[config.mk]
export PLATFORM = sky130hd
export DESIGN_NAME = fifo_ofs_cfg
export DESIGN_NICKNAME = d
export VERILOG_FILES = /design/src/rtl/ofs_cfg_pkg.sv /design/src/rtl/ofs_mode_latch.sv /design/src/rtl/ofs_par_seq.sv /design/src/rtl/ofs_ser_seq.sv /design/src/rtl/fifo_ofs_cfg.sv
export SDC_FILE = /design/constraint.sdc
export NUM_CORES = 1
export LEC_CHECK = 0
export ABC_AREA = 1
export BUFFER_PORTS_ARGS = -buffer_cell sky130_fd_sc_hd__buf_2
export CAP_MARGIN = 20
export CORE_ASPECT_RATIO = 1.5
export CORE_MARGIN = 2
export CORE_UTILIZATION = 39
export CTS_BUF_LIST = sky130_fd_sc_hd__clkbuf_16
export CTS_CLUSTER_SIZE = 20
export DETAILED_ROUTE_END_ITERATION = 10
export PLACE_DENSITY_LB_ADDON = 0.25
export SLEW_MARGIN = 30
export SYNTH_ARGS = -nofsm -noshare
export SYNTH_HDL_FRONTEND = slang
export SYNTH_SLANG_ARGS = --single-unit
[constraint.sdc]
create_clock -name clk -period 2.3 [get_ports clk]
set_input_delay 0.115 -clock clk [delete_from_list [all_inputs] [get_ports clk]]
set_output_delay 0.115 -clock clk [all_outputs]
set_load 0.03 [all_outputs]
[src/rtl/ofs_cfg_pkg.sv]
`timescale 1ns/1ps
package ofs_cfg_pkg;

  typedef enum logic [1:0] {
    SRC_PRESET   = 2'd0,
    SRC_SERIAL   = 2'd1,
    SRC_PARALLEL = 2'd2
  } src_e;

  localparam logic [2:0] CODE_SERIAL   = 3'd5;
  localparam logic [2:0] CODE_PARALLEL = 3'd6;

  // source decode of the select code
  function automatic src_e decode_src(input logic [2:0] code);
    case (code)
      CODE_SERIAL:   return SRC_SERIAL;
      CODE_PARALLEL: return SRC_PARALLEL;
      default:       return SRC_PRESET;
    endcase
  endfunction

  // exponent of the power-of-two preset; code 7 falls back to 64
  function automatic int unsigned preset_log2(input logic [2:0] code);
    case (code)
      3'd0:    return 3;
      3'd1:    return 4;
      3'd2:    return 6;
      3'd3:    return 8;
      3'd4:    return 10;
      default: return 6;
    endcase
  endfunction

endpackage

[src/rtl/ofs_mode_latch.sv]
`timescale 1ns/1ps
module ofs_mode_latch
  import ofs_cfg_pkg::*;
#(
  parameter int OFS_W = 16
) (
  input  logic             clk,
  input  logic             full_rst,
  input  logic [2:0]       mode_sel,
  input  logic             parity_sel,
  output src_e             src,
  output logic             parity_on,
  output logic             rst_is_preset,
  output logic [OFS_W-1:0] rst_preset
);

  // settings are captured only while full reset is held
  always_ff @(posedge clk) begin
    if (full_rst) begin
      src       <= decode_src(mode_sel);
      parity_on <= parity_sel;
    end
  end

  always_comb begin
    rst_is_preset = (decode_src(mode_sel) == SRC_PRESET);
    rst_preset    = OFS_W'(1) << preset_log2(mode_sel);
  end

endmodule

[src/rtl/ofs_par_seq.sv]
`timescale 1ns/1ps
module ofs_par_seq #(
  parameter int DATA_W = 36,
  parameter int OFS_W  = 16
) (
  input  logic              clk,
  input  logic              full_rst,
  input  logic              part_rst,
  input  logic              active,
  input  logic              parity_on,
  input  logic              wr_en,
  input  logic [DATA_W-1:0] wr_data,
  output logic              ae_we,
  output logic              af_we,
  output logic [OFS_W-1:0]  par_val
);

  localparam int PAR_BIT = 8;

  // offset field, with the parity position squeezed out when enabled
  function automatic logic [OFS_W-1:0] pick_field(input logic [DATA_W-1:0] d,
                                                  input logic par);
    logic [OFS_W-1:0] r;
    for (int i = 0; i < OFS_W; i++) begin
      r[i] = (par && i >= PAR_BIT) ? d[i+1] : d[i];
    end
    return r;
  endfunction

  logic second_q;
  logic take;

  always_comb begin
    take    = active && wr_en && !part_rst && !full_rst;
    ae_we   = take && !second_q;
    af_we   = take && second_q;
    par_val = pick_field(wr_data, parity_on);
  end

  // first write goes to almost-empty, partial reset restarts
  always_ff @(posedge clk) begin
    if (full_rst || part_rst) second_q <= 1'b0;
    else if (ae_we)           second_q <= 1'b1;
  end

endmodule

[src/rtl/ofs_ser_seq.sv]
`timescale 1ns/1ps
module ofs_ser_seq #(
  parameter int OFS_W = 16
) (
  input  logic clk,
  input  logic full_rst,
  input  logic part_rst,
  input  logic active,
  input  logic ser_en,
  output logic ae_sh,
  output logic af_sh,
  output logic ser_last
);

  localparam int TOTAL = 2 * OFS_W;
  localparam int CNT_W = $clog2(TOTAL);

  logic [CNT_W-1:0] cnt_q;
  logic             shift;

  // first OFS_W bits feed almost-empty, the rest almost-full
  always_comb begin
    shift    = active && ser_en && !part_rst && !full_rst;
    ae_sh    = shift && (cnt_q <  CNT_W'(OFS_W));
    af_sh    = shift && (cnt_q >= CNT_W'(OFS_W));
    ser_last = af_sh && (cnt_q == CNT_W'(TOTAL - 1));
  end

  // partial reset restarts the bit count
  always_ff @(posedge clk) begin
    if (full_rst || part_rst) cnt_q <= '0;
    else if (shift)           cnt_q <= cnt_q + 1'b1;
  end

endmodule

[src/rtl/fifo_ofs_cfg.sv]
`timescale 1ns/1ps
module fifo_ofs_cfg
  import ofs_cfg_pkg::*;
#(
  parameter int DATA_W = 36,
  parameter int OFS_W  = 16
) (
  input  logic              clk,
  input  logic              full_rst,
  input  logic              part_rst,
  input  logic [2:0]        mode_sel,
  input  logic              parity_sel,
  input  logic              wr_en,
  input  logic [DATA_W-1:0] wr_data,
  input  logic              ser_en,
  input  logic              ser_din,
  output logic [OFS_W-1:0]  ae_ofs,
  output logic [OFS_W-1:0]  af_ofs,
  output logic              load_done
);

  src_e             src;
  logic             parity_on;
  logic             rst_is_preset;
  logic [OFS_W-1:0] rst_preset;

  logic             par_active;
  logic             ser_active;
  logic             ae_we;
  logic             af_we;
  logic [OFS_W-1:0] par_val;
  logic             ser_ae_sh;
  logic             ser_af_sh;
  logic             ser_last;

  logic [OFS_W-1:0] ae_q;
  logic [OFS_W-1:0] af_q;
  logic             done_q;

  ofs_mode_latch #(.OFS_W(OFS_W)) u_mode (
    .clk           (clk),
    .full_rst      (full_rst),
    .mode_sel      (mode_sel),
    .parity_sel    (parity_sel),
    .src           (src),
    .parity_on     (parity_on),
    .rst_is_preset (rst_is_preset),
    .rst_preset    (rst_preset)
  );

  // a loader runs only for its own method and only until done
  always_comb begin
    par_active = (src == SRC_PARALLEL) && !done_q;
    ser_active = (src == SRC_SERIAL)   && !done_q;
  end

  ofs_par_seq #(.DATA_W(DATA_W), .OFS_W(OFS_W)) u_par (
    .clk       (clk),
    .full_rst  (full_rst),
    .part_rst  (part_rst),
    .active    (par_active),
    .parity_on (parity_on),
    .wr_en     (wr_en),
    .wr_data   (wr_data),
    .ae_we     (ae_we),
    .af_we     (af_we),
    .par_val   (par_val)
  );

  ofs_ser_seq #(.OFS_W(OFS_W)) u_ser (
    .clk      (clk),
    .full_rst (full_rst),
    .part_rst (part_rst),
    .active   (ser_active),
    .ser_en   (ser_en),
    .ae_sh    (ser_ae_sh),
    .af_sh    (ser_af_sh),
    .ser_last (ser_last)
  );

  // offset registers and completion flag
  always_ff @(posedge clk) begin
    if (full_rst) begin
      ae_q   <= rst_is_preset ? rst_preset : '0;
      af_q   <= rst_is_preset ? rst_preset : '0;
      done_q <= rst_is_preset;
    end else begin
      if (ae_we)     ae_q <= par_val;
      if (af_we)     af_q <= par_val;
      if (ser_ae_sh) ae_q <= {ser_din, ae_q[OFS_W-1:1]};
      if (ser_af_sh) af_q <= {ser_din, af_q[OFS_W-1:1]};
      if (af_we || ser_last) done_q <= 1'b1;
    end
  end

  assign ae_ofs    = ae_q;
  assign af_ofs    = af_q;
  assign load_done = done_q;

endmodule

Yosys cells after proc, flatten, opt, wreduce, memory -nomap -nowiden
Index checks and enable logic that the tools add are counted.

operators by class
  bitwise gates (word level) = 0
  shift operators = 1
  magnitude comparators = 2
  divide/modulo/power cells = 0
  mux-type cells = 19
  add/sub/neg operators = 1
  equal/unequal tests = 8
  reductions and logical operators = 24
  multipliers = 0

operators with widths
  kind                                                 count
  two-way mux 16 bit                                   7
  case mux 4 bit (4 select lines)                      1
  << shifter 1 x 4 -> 16 bit, first input constant     1
  logical AND 1 bit                                    13
  two-way mux 1 bit                                    10
  equality test 3 bit, second input constant           3
  nonzero test 3 bit                                   2
  adder 5 x 1 -> 5 bit, second input constant          1
  equality test 5 bit, second input constant           1
  >= comparator 5 bit, second input constant           1
  < comparator 5 bit, second input constant            1
  logical NOT 1 bit                                    4
  case mux 2 bit (2 select lines)                      1
  equality test 3 x 1 -> 1 bit, second input constant  1
  equality test 3 x 2 -> 1 bit, second input constant  1
  logical NOT 3 bit                                    1
  equality test 2 x 1 -> 1 bit, second input constant  1
  equality test 2 bit, second input constant           1
  logical NOT 2 bit                                    1
  logical OR 1 bit                                     2
  nonzero test 2 bit                                   1

storage, ports and cells
  input bits = 46
  output and inout port bits = 33
  latch bits = 0
  logic and storage cells = 62
  memory bits (read-only) = 0
  register bits after elaboration = 42
  bits in writable memories = 0
  memories kept = 0

Logic depth before layout (Yosys ltp)
  depth after elaboration = 10
  depth in mapped cells = 8
  gate-level depth less buffers = 7

Modules after synthesis
Synthesis repeated with hierarchy kept, for this count alone.

unflattened totals
  cell total of the unflattened synthesis = 360
  area total of the unflattened synthesis = 2642.5 um2

by module, submodules not included
  module          instances  area each (um2)  seq. area each (um2)  cells each
  fifo_ofs_cfg    1          1909.3           991.0                 250
  ofs_ser_seq     1          285.3            100.1                 42
  ofs_mode_latch  1          241.5            90.1                  30
  ofs_par_seq     1          206.4            20.0                  38

Worst setup path after synthesis
Ideal clock, no wire load.

  path kind = reg2reg
  from = register done_q (netlist: load_done)
  to = register ae_q[0] (netlist: ae_ofs[0]) (enable)
  cell stages (with the launch flop) = 5
  arrival = 1.544 ns
  buffers on the path = 1
  path slack = 0.381 ns
  required time = 1.925 ns
  period minus slack after synthesis = 1.919 ns
  library setup time = 0.375 ns
  cell sequence = edfxtp_1 nor2_2 nand3_4 buf_2 nand3_1

between the ends
  cells in the longest elaborated chain, start to end = 7
  elaborated cells on any way between the ends = 12
  classes of those cells = reduce/logical (12)

ends and longest elaborated chain
  item                                                line                                    RTL
  start, declared                                     fifo_ofs_cfg.sv:38                      logic done_q;
  start signal, assigned                              fifo_ofs_cfg.sv:86                      done_q <= rst_is_preset;
  logical NOT 1 bit *                                 fifo_ofs_cfg.sv:53, fifo_ofs_cfg.sv:54
  logical AND 1 bit (on tied branches)                fifo_ofs_cfg.sv:53, fifo_ofs_cfg.sv:54
  logical AND 1 bit (on tied branches) (3 in series)  ofs_par_seq.sv:34, ofs_ser_seq.sv:23
  logical AND 1 bit (on tied branches)                ofs_par_seq.sv:35, ofs_ser_seq.sv:24
  nonzero test 3 bit (no source line) *               -
  end signal, assigned                                fifo_ofs_cfg.sv:84                      ae_q <= rst_is_preset ? rst_preset : '0;
  end signal, assigned                                fifo_ofs_cfg.sv:88                      if (ae_we) ae_q <= par_val;
  end signal, assigned                                fifo_ofs_cfg.sv:90                      if (ser_ae_sh) ae_q <= {ser_din, ae_q[OFS_W-1:1]};
  end, declared                                       fifo_ofs_cfg.sv:36                      logic [OFS_W-1:0] ae_q;

Mark *: on every way between the ends. The rest lies on a longest branch, timed or not.
A chain may end at the register's enable or synchronous reset.

Worst setup path in the final report
  from = register u_mode.src[1]
  to = register af_q[10] (netlist: af_ofs[10]) (enable)

between the ends
  cells in the longest elaborated chain, start to end = 7
  elaborated cells on any way between the ends = 13
  classes of those cells = eq/ne (2); reduce/logical (11)

ends and longest elaborated chain
  item                                                                        line                                    RTL
  start, declared                                                             ofs_mode_latch.sv:11                    output src_e src,
  start signal, assigned                                                      ofs_mode_latch.sv:20                    src <= decode_src(mode_sel);
  equality test 2 bit / equality test 2 x 1 -> 1 bit (equally long branches)  fifo_ofs_cfg.sv:53, fifo_ofs_cfg.sv:54
  logical AND 1 bit (on tied branches)                                        fifo_ofs_cfg.sv:53, fifo_ofs_cfg.sv:54
  logical AND 1 bit (on tied branches) (3 in series)                          ofs_par_seq.sv:34, ofs_ser_seq.sv:23
  logical AND 1 bit (on tied branches)                                        ofs_par_seq.sv:36, ofs_ser_seq.sv:25
  nonzero test 3 bit (no source line) *                                       -
  end signal, assigned                                                        fifo_ofs_cfg.sv:85                      af_q <= rst_is_preset ? rst_preset : '0;
  end signal, assigned                                                        fifo_ofs_cfg.sv:89                      if (af_we) af_q <= par_val;
  end signal, assigned                                                        fifo_ofs_cfg.sv:91                      if (ser_af_sh) af_q <= {ser_din, af_q[OFS_W-1:1]};
  end, declared                                                               fifo_ofs_cfg.sv:37                      logic [OFS_W-1:0] af_q;

Marked as above.

==> flow_metrics.env <==
export IMPL_fin_setup_tns_ns=0
export IMPL_boundaryPins=79
export IMPL_cell_internal_power_mw=1.36
export IMPL_buffer_ports_inserted=59
export IMPL_synth_edf_count=36
export IMPL_share_of_flip_flops_with_an_asynchronous_set_or_reset_after_synthesis=0
export IMPL_clock_insertion_delay_worst_skew_ns=0.28
export IMPL_fillers=556
export IMPL_tightest_slew_ns=0.463
export IMPL_global_route_overflow_total=0
export IMPL_final_area_um2=2730
export IMPL_overall_die_area_um2=6320
export IMPL_drt_initial_drc_count=94
export IMPL_synthesis_warnings=0
export IMPL_gpl_final_weighted_congestion=0.768
export IMPL_p_per_area_nw_per_um2=684
export IMPL_ff2ff_setup_slack_ns=0.56
export IMPL_ant_nets=0
export IMPL_timing_worst_setup_path_type="reg2reg"
export IMPL_dpl_cell_count=384
export IMPL_run_status="complete, no violations"
export IMPL_syn_avg_cell_area_um2=8.56
export IMPL_placed_cell_area_um2=2590
export IMPL_path_max_fanout=18
export IMPL_synth_cell_type_count=24
export IMPL_worstSetupEndpointType="flop"
export IMPL_cts_htree_levels=2
export IMPL_instances_no_fill=392
export IMPL_insertedDiodeCount=0
export IMPL_final_clock_period_utilization_by_the_worst_path=0.756
export IMPL_p_leak_nw=1.29
export IMPL_grt_max_degree=37
export IMPL_post_route_util=0.498
export IMPL_wl_um=5470
export IMPL_synth_cell_area_um2=2220
export IMPL_drive_gt1_frac=0.255
export IMPL_hold_slack_ns=0.00797
export IMPL_drv_cap=0
export IMPL_synthesis_nets=307
export IMPL_grt_pass1_wl_um=8340
export IMPL_post_cts_resized=0
export IMPL_num_nets_final=369
export IMPL_holdBufCountCts=0
export IMPL_share_seq_of_total_power=0.486
export IMPL_vdd_ir_drop_worst_v=0.000439
export IMPL_clock_tree_from_tritoncts="yes"
export IMPL_logic_gate_share_of_total_power=0.149
export IMPL_rsz0062_at_grt="no"
export IMPL_fp_coreArea_um2=5490
export IMPL_critical_path_startpoint_type="flop"
export IMPL_maxUsedRoutingLayer="met4"
export IMPL_hold_path_class="in2reg"
export IMPL_power_switching_mw=0.505
export IMPL_wl_met3_um=223
export IMPL_cp_data_arrival_time_ns=1.72
export IMPL_row_count=33
export IMPL_placement_setup_worst_slack_ns=0.563
export IMPL_timing_final_crit_period_ns=1.74
export IMPL_setup_viol_count_final=0
export IMPL_synthFlopType="edfxtp_1"
export IMPL_post_cts_buffers=0
export IMPL_cts_clk_slew_worst_paths_ns=0.06
export IMPL_area_delta_synth_final_pct=23.3
export IMPL_die_w_um=65.6
export IMPL_power_total_mw=1.87
export IMPL_timing_hold_worst_start="parity_sel"
export IMPL_cts_root_buffer_cell="clkbuf_16"
export IMPL_power_switching_share=0.270
export IMPL_remaining_drc_errors=0
export IMPL_first_global_vias=1760
export IMPL_critical_path_required_ns=2.28
export IMPL_antenna_found_initial=0
export IMPL_synth_seq_cells=42
export IMPL_clock_sinks=42
export IMPL_initial_core_util=0.404
export IMPL_clock_power_share=0.364
export IMPL_wirelength_met1_um=2170
export IMPL_crit_path_start="u_mode.src[1]$_DFFE_PP_"
export IMPL_numCtsBuffers=5
export IMPL_met2_wirelength_um=3000
export IMPL_vias=1967
export IMPL_fmax_mhz=575
export IMPL_number_of_pins_exceeding_their_max_slew_limit_in_the_final_report=0
export IMPL_synth_sequential_area_ratio=0.542
export IMPL_dieHeight_um=96.3
export IMPL_critical_path_reg2reg_startpoint="u_mode.src[1]$_DFFE_PP_"
export IMPL_final_critical_path_setup_slack_ns=0.561
export IMPL_clock_tree_buffer_depth=2
export IMPL_routed_wire_per_std_cell_um=14.0
export IMPL_clock_skew_final_ns=0.00613
export IMPL_globalRouteTotalUtil=0.179
export IMPL_viasPerCell=5.02
export IMPL_synthCells=259
export IMPL_max_slew_margin_rel=0.691
export IMPL_drt_pass1_iterations=4
export IMPL_final_hold_violation_count=0
export IMPL_dpl_hpwl_um=3950
-- worst paths after layout --
check                                                    to  depth (start not counted)
worst min-delay path             u_mode.parity_on$_DFFE_PP_                          1
worst max register to register         af_ofs[10]$_DFFE_PP_                          4
worst max-delay path                   af_ofs[10]$_DFFE_PP_                          4
worst min register to register  u_par.second_q$_SDFFE_PP0P_                          2
-- critical path, stage by stage (launching register included) --
cell and delay, ns:
edfxtp_1 0.41, nor2_2 0.38, nand3_4 0.25, nand3_1 0.15
buf_4 0.25
-- cells in the mapped netlist (2+ instances only) --
cell / number / share of area
edfxtp_1: 36 / 0.49
o21ai_0: 29 / 0.065
inv_2: 2 / 0.0034
a21oi_1: 6 / 0.014
ha_1: 2 / 0.011
nand3_4: 2 / 0.016
nand2_1: 48 / 0.081
buf_2: 4 / 0.0090
clkbuf_1: 3 / 0.0051
nor2_1: 51 / 0.086
nand3_1: 17 / 0.038
buf_4: 2 / 0.0068
inv_1: 29 / 0.049
nand4_1: 13 / 0.037
dfxtp_1: 6 / 0.054
-- cells by family (layout without fill, tap and decap cells) --
| logic type | after synthesis | after routing | share of synthesized area |
|---|---|---|---|
| simple gates | 136 | 136 | 0.281 |
| compound gates | 35 | 35 | 0.0790 |
| xor+xnor | 1 | 1 | 0.00395 |
| flops | 42 | 42 | 0.542 |
| buf+inv | 43 | 106 | 0.0830 |
| fa+ha+maj | 2 | 2 | 0.0113 |
-- cells in the final DEF (no fill, tap or decap) --
master / n
buf_2: 59
nor2_1: 51
nand2_1: 48
edfxtp_1: 36
inv_1: 29
o21ai_0: 29
nand3_1: 17
nand4_1: 13
buf_4: 7
a21oi_1: 6
dfxtp_1: 6
clkbuf_16: 5
nand3_4: 2
inv_2: 2
ha_1: 2
and3_1: 1
inv_4: 1
nand2_4: 1
nor2_8: 1
nor2_2: 1
nand2_2: 1
xor2_1: 1
clkinv_1: 1
clkinvlp_4: 1
clkinv_2: 1
-- final cells by class --
| type | count | area (um2) | area share |
|---|---|---|---|
| Multi-Input combinational cell | 174 | 832 | 0.304 |
| Timing Repair Buffer | 66 | 348 | 0.127 |
| Clock buffer | 5 | 125 | 0.0458 |
| Sequential cell | 42 | 1200 | 0.440 |
| Inverter | 32 | 123 | 0.0449 |
| Tap cell | 70 | 87.6 | 0.0321 |
| Clock inverter | 3 | 16.3 | 0.00595 |
-- metal layers --
| layer | GRT usage | up-vias |
|---|---|---|
| li1 | - | 979 |
| met2 | 0.326 | 53 |
| met5 | 0 | - |
| met4 | 0.0729 | 0 |
| met3 | 0.0386 | 5 |
| met1 | 0.199 | 930 |
-- power by group through the flow --
stage / sequential, mW / combinational (mW) / clock, mW
3_3_place_gp: 0.925 / 0.278 / 0
6_report: 0.909 / 0.279 / 0.681
2_1_floorplan: 1.00 / 0.104 / 0
4_1_cts: 0.910 / 0.281 / 0.692
5_1_grt: 0.914 / 0.305 / 0.722
3_5_place_dp: 0.926 / 0.280 / 0
-- state kept, by name, indices dropped and copies added (netlist names) --
signal / flops
u_mode.parity_on: 1
u_ser.cnt_q: 5
u_mode.src: 2
load_done: 1
af_ofs: 16
ae_ofs: 16
u_par.second_q: 1
Power figures use the tool's default switching activity.
